==> src/rtl/pu_link_pkg.sv <==
package pu_link_pkg;
  // Strobes from the control to the datapath for one cycle
  typedef struct packed {
    logic wrA;   // commit port A write
    logic wrB;   // commit port B write (dropped when A writes the same word)
    logic rdA;   // load port A read register
    logic rdB;   // load port B read register
  } link_strobe_t;
endpackage

==> src/rtl/pu_link_ctrl.sv <==
module pu_link_ctrl
  import pu_link_pkg::*;
#(
  parameter int ADDR_W = 6
) (
  input  logic              clk,
  input  logic              rstN,
  input  logic [ADDR_W-1:0] aAddr,
  input  logic              aRdEn,
  input  logic              aWrEn,
  input  logic [ADDR_W-1:0] bAddr,
  input  logic              bRdEn,
  input  logic              bWrEn,
  output link_strobe_t      strobe,
  output logic              wrCollErr,
  output logic              rwHazard
);
  logic sameAddr;
  logic dualWrite;
  logic crossHit;
  logic collReg;
  logic hazReg;

  assign sameAddr  = (aAddr == bAddr);
  assign dualWrite = aWrEn && bWrEn && sameAddr;
  assign crossHit  = sameAddr && ((aWrEn && bRdEn) || (bWrEn && aRdEn));

  always_comb begin
    strobe.wrA = aWrEn;
    strobe.wrB = bWrEn && !dualWrite;  // port A has priority
    strobe.rdA = aRdEn;
    strobe.rdB = bRdEn;
  end

  always_ff @(posedge clk or negedge rstN) begin
    if (!rstN) begin
      collReg <= 1'b0;
      hazReg  <= 1'b0;
    end else begin
      if (dualWrite) collReg <= 1'b1;
      hazReg <= crossHit;
    end
  end

  assign wrCollErr = collReg;
  assign rwHazard  = hazReg;
endmodule

==> src/rtl/pu_link_dp.sv <==
module pu_link_dp
  import pu_link_pkg::*;
#(
  parameter int ADDR_W = 6,
  parameter int DATA_W = 16,
  parameter int SYNC_N = 4
) (
  input  logic              clk,
  input  logic              rstN,
  input  link_strobe_t      strobe,
  input  logic [ADDR_W-1:0] aAddr,
  input  logic [ADDR_W-1:0] bAddr,
  input  logic [DATA_W-1:0] aWrData,
  input  logic [DATA_W-1:0] bWrData,
  output logic [DATA_W-1:0] aRdData,
  output logic [DATA_W-1:0] bRdData,
  input  logic [SYNC_N-1:0] aSyncSet,
  input  logic [SYNC_N-1:0] aSyncClr,
  input  logic [SYNC_N-1:0] bSyncSet,
  input  logic [SYNC_N-1:0] bSyncClr,
  output logic [SYNC_N-1:0] aSyncOwn,
  output logic [SYNC_N-1:0] bSyncOwn
);
  localparam int DEPTH = 1 << ADDR_W;

  logic [DATA_W-1:0] mem [DEPTH];

  // Write port: the control drops B's write on a same-address clash
  always_ff @(posedge clk) begin
    if (strobe.wrA) mem[aAddr] <= aWrData;
    if (strobe.wrB) mem[bAddr] <= bWrData;
  end

  // Registered reads observe the array before this edge's writes
  always_ff @(posedge clk or negedge rstN) begin
    if (!rstN) begin
      aRdData <= '0;
      bRdData <= '0;
    end else begin
      if (strobe.rdA) aRdData <= mem[aAddr];
      if (strobe.rdB) bRdData <= mem[bAddr];
    end
  end

  // One set/clear register per flag line and direction
  for (genvar i = 0; i < SYNC_N; i++) begin : g_sync
    always_ff @(posedge clk or negedge rstN) begin
      if (!rstN) begin
        aSyncOwn[i] <= 1'b0;
        bSyncOwn[i] <= 1'b0;
      end else begin
        if (aSyncSet[i])      aSyncOwn[i] <= 1'b1;
        else if (aSyncClr[i]) aSyncOwn[i] <= 1'b0;
        if (bSyncSet[i])      bSyncOwn[i] <= 1'b1;
        else if (bSyncClr[i]) bSyncOwn[i] <= 1'b0;
      end
    end
  end
endmodule

==> src/rtl/pu_link.sv <==
module pu_link
  import pu_link_pkg::*;
#(
  parameter int ADDR_W = 6,
  parameter int DATA_W = 16,
  parameter int SYNC_N = 4
) (
  input  logic              clk,
  input  logic              rstN,
  input  logic [ADDR_W-1:0] aAddr,
  input  logic              aRdEn,
  input  logic              aWrEn,
  input  logic [DATA_W-1:0] aWrData,
  output logic [DATA_W-1:0] aRdData,
  input  logic [ADDR_W-1:0] bAddr,
  input  logic              bRdEn,
  input  logic              bWrEn,
  input  logic [DATA_W-1:0] bWrData,
  output logic [DATA_W-1:0] bRdData,
  input  logic [SYNC_N-1:0] aSyncSet,
  input  logic [SYNC_N-1:0] aSyncClr,
  output logic [SYNC_N-1:0] aSyncIn,
  input  logic [SYNC_N-1:0] bSyncSet,
  input  logic [SYNC_N-1:0] bSyncClr,
  output logic [SYNC_N-1:0] bSyncIn,
  output logic              wrCollErr,
  output logic              rwHazard
);
  link_strobe_t      strobe;
  logic [SYNC_N-1:0] aSyncOwn;
  logic [SYNC_N-1:0] bSyncOwn;

  pu_link_ctrl #(.ADDR_W(ADDR_W)) u_ctrl (
    .clk(clk), .rstN(rstN),
    .aAddr(aAddr), .aRdEn(aRdEn), .aWrEn(aWrEn),
    .bAddr(bAddr), .bRdEn(bRdEn), .bWrEn(bWrEn),
    .strobe(strobe), .wrCollErr(wrCollErr), .rwHazard(rwHazard)
  );

  pu_link_dp #(.ADDR_W(ADDR_W), .DATA_W(DATA_W), .SYNC_N(SYNC_N)) u_dp (
    .clk(clk), .rstN(rstN), .strobe(strobe),
    .aAddr(aAddr), .bAddr(bAddr), .aWrData(aWrData), .bWrData(bWrData),
    .aRdData(aRdData), .bRdData(bRdData),
    .aSyncSet(aSyncSet), .aSyncClr(aSyncClr),
    .bSyncSet(bSyncSet), .bSyncClr(bSyncClr),
    .aSyncOwn(aSyncOwn), .bSyncOwn(bSyncOwn)
  );

  // Each side sees the flags its neighbour owns
  assign aSyncIn = bSyncOwn;
  assign bSyncIn = aSyncOwn;
endmodule

==> config.mk <==
export PLATFORM = sky130hd
export DESIGN_NAME = pu_link
export DESIGN_NICKNAME = d
export VERILOG_FILES = /design/src/rtl/pu_link_pkg.sv /design/src/rtl/pu_link_ctrl.sv /design/src/rtl/pu_link_dp.sv /design/src/rtl/pu_link.sv
export SDC_FILE = /design/constraint.sdc
export NUM_CORES = 2
export LEC_CHECK = 0
export ABC_CLOCK_PERIOD_IN_PS = 4400
export BUFFER_PORTS_ARGS = -buffer_cell sky130_fd_sc_hd__buf_2
export CAP_MARGIN = 5
export CORE_MARGIN = 2
export CORE_UTILIZATION = 28
export CTS_CLUSTER_SIZE = 12
export DETAILED_ROUTE_END_ITERATION = 6
export GPL_ROUTABILITY_DRIVEN = 0
export GPL_TIMING_DRIVEN = 1
export PLACE_DENSITY = 0.49
export SYNTH_ARGS = -nofsm -noshare
export SYNTH_HDL_FRONTEND = slang
export SYNTH_HIERARCHICAL = 1
export SYNTH_SLANG_ARGS = --single-unit
==> constraint.sdc <==
create_clock -name clk -period 4.4 [get_ports clk]
set_input_delay 0 -clock clk [delete_from_list [all_inputs] [get_ports clk]]
set_output_delay 0 -clock clk [all_outputs]
set_load 0.01 [all_outputs]
==> impl_metrics.yaml <==
outcome:
  status: "finished with violations"
  violations: "capacitance limit, slew limit"
critical_path:
  arrival_ps: 4030
  r2r_start: "u_dp/mem[35][8]"
  path_max_fanout: 17
  cp.buffers_inverters: 3
  rr_endpoint: "u_dp/aRdData[8]"
  cp-end-kind: "flip-flop"
  crit_path_cell_trace: "dlygate4sd3_1 > buf_2 > xnor2_1 > nand4_1 > o21a_1 > nand2_1 > nor2_2 > nand2_2 > o21ai_2 > buf_4"
  crit_family: "simple AND/OR/NAND/NOR gates"
  crit_required_ps: 4850
  worst-setup-path-type: "in -> reg"
  crit_cells: 10
  r2r_slack_ps: 1380
  cpPeakStageDelay_ps: 870
  slowest_stage: "nor2_2"
  cp-start-kind: "primary input"
  r2r_cells: 7
timing:
  final-hold-violation-count: 0
  grt_setup_unrepaired: "false"
  fin_crit_sh_pct: 81.3
  finalSetupViolations: 0
  period_minus_slack_ps: 3580
  skew_ps: 50.4
  setup-tns-final_ps: 0
  slew-limit-headroom_pct: -7.12
  fmax_ghz: 0.280
  finalMaxSlewViolations: 2
  worst_slew_pin_slew_ps: 1560
drt:
  vias: 50400
  drc: 0
  wire_per_inst_um: 41.7
  dr.pass1.iters: 6
  vias_per_cell: 6.45
  ant_nets: 0
  drt_iter0_markers: 8907
  wl_um: 326000
cts:
  cts_setup_buffers: 0
  cts_resized: 0
  cts-buffers-inserted: 132
  hold_buffers: 50
  cts_sinks: 1066
  ctsHtreeMaxLevel: 4
  cts_tree: "built"
  path_clk_slew_ps: 60
  clk_path_buf_depth: 3
  insertion_delay_ps: 820
  cts_root_buf: "clkbuf_16"
grt:
  antenna_found_initial: 66
  overflow: 0
  grt_max_degree: 73
  grt_pass1_wl_um: 435000
  grt_pass1_vias: 47400
  grt_usage_pct: 27.6
placement:
  io_buffers: 107
  dp_hpwl_um: 210000
die:
  io_pins: 108
  chipWidth_um: 477
  initial_utilization_pct: 28.2
  dieArea_sq_mm: 0.227
  row_count: 173
  dieHeight_um: 477
  core-area_sq_mm: 0.222
synthesis:
  synth_edf_count: 1024
  async_flop_share_pct: 3.94
  ys_warn_count: 6
  synth-seq-area-share_pct: 50.8
  syn-cell-area_sq_mm: 0.0626
  synth-seq-cells: 1066
  yosysUniqueCellTypes: 73
  synth_nets: 4717
  yosys.area.top_type: "edfxtp_1"
  postSynthCellCount: 4651
  synth.area.top_cells: "edfxtp_1, mux2_2, mux4_2"
  postSynthAreaPerCell_sq_um: 13.5
  synthFlopType: "edfxtp_1"
  yosysTopAreaCellShare_pct: 49.1
min_path:
  hp-start: "aWrData[10]"
  hold_class: "in -> reg"
  holdPathEnd: "u_dp/mem[6][10]"
  hold_depth: 3
finish:
  syn2layout_area_growth_pct: 16.0
  final_util_pct: 32.6
  mostFrequentLayoutCells: "mux2_2, edfxtp_1, buf_4, a221oi_1, mux2i_1"
  nets: 4783
  fillCellCount: 22000
  mostFrequentLayoutCell: "mux2_2"
  drive_above_1_share_pct: 44.2
pwr:
  finalPower_uw: 26300
  ir_drop_v: 0.000380
  leakage_uw: 0.0237
  power-per-cell-area_mw_per_mm2: 362
run:
  maxCapViolations: 1
## cell families (layout without fill, tap and decap cells)
group	after synthesis	in the layout	synth area share (%)
buffers and inverters	616	783	4.36
AND/OR/NAND/NOR	425	425	3.06
multiplexers	1524	1524	29.5
flip-flops	1066	1066	50.8
AO/OA/AOI/OAI	1014	1014	12.1
XOR/XNOR	6	6	0.0840
other	0	23	0
## stage by stage
step / worst slack [ps] / std cells / cell area (sq um) / hold WS [ps]
finish: 824 / 7816 / 72600 / 25.4
global placement: 879 / 7508 / 67800 / 164
floorplan: 1650 / 4651 / 62600 / -296
global route: 885 / 7797 / 72500 / 42.9
detailed placement: 876 / 7508 / 67800 / 160
CTS: 1110 / 7793 / 72500 / 2.88
## worst min-delay path, cell delays in order
cell and delay, ps:
buf_2 120, buf_4 370, mux2_2 230
## power breakdown
part / leakage, uW / internal, uW / switching, uW
combinational: 0.0120 / 1250 / 2520
clock: 0.00203 / 6250 / 4670
sequential: 0.00970 / 11300 / 245
total: 0.0237 / 18800 / 7440
## worst max path at each step
stage	from	slack, ps	end
5_1_grt	bAddr[5]	890	u_dp/mem[56][14]
2_1_floorplan	aAddr[0]	1650	u_dp/mem[8][0]
3_5_place_dp	aAddr[0]	880	u_dp/mem[41][6]
6_report	bAddr[5]	820	u_dp/mem[2][3]
3_3_place_gp	aAddr[2]	880	u_dp/mem[34][7]
4_1_cts	bAddr[0]	1110	u_dp/mem[40][0]
## synth_stat cells, types with 7 or more instances
library cell  number
a21o_1             9
a21oi_1           84
a221o_1           25
a221oi_1         318
a22o_1            25
a22oi_1          121
a31oi_1           12
a41oi_1           13
and2_1             9
and3_1            12
buf_1             59
buf_2            187
buf_4             25
buf_6             12
clkbuf_1         315
dfrtp_1           42
edfxtp_1        1024
inv_1             13
mux2_2          1167
mux2i_1          210
mux4_2           141
nand2_1          108
nand2_2           25
nand2b_1           7
nand3_1           25
nor2_1           185
nor2_2            10
nor2b_1           14
nor3_1             8
o211ai_1          11
o21ai_0          136
o221ai_1          29
o22a_1            10
o22ai_1          120
o2bb2ai_1         38
o32a_1            12
## layout make-up
| cell class | instances | area [sq um] | area share (%) |
|---|---|---|---|
| clock inverter | 64 | 561 | 0.772 |
| timing repair buffer | 531 | 4190 | 5.77 |
| clock buffer | 171 | 3610 | 4.97 |
| multi-input combinational | 2969 | 28600 | 39.4 |
| antenna | 23 | 57.6 | 0.0793 |
| inverter | 17 | 70.1 | 0.0966 |
| tap | 2975 | 3720 | 5.13 |
| sequential | 1066 | 31800 | 43.8 |
## sequential cells by signal, indices dropped and copies added, names as in the netlist
name              count
u_dp/bRdData         16
u_dp/mem           1024
u_ctrl/wrCollErr      1
u_dp/aSyncOwn         4
u_dp/aRdData         16
u_ctrl/rwHazard       1
u_dp/bSyncOwn         4
## routing by layer
layer | global-route usage [%] | up-vias | part of all wire [%]
met5 | 0.0420 | - | 0.086
met3 | 9.78 | 1108 | 13
met2 | 40.0 | 4326 | 42
li1 | - | 18900 | -
met1 | 34.6 | 26000 | 37
met4 | 18.2 | 38 | 7.8
(Power assumes the default switching activity.)
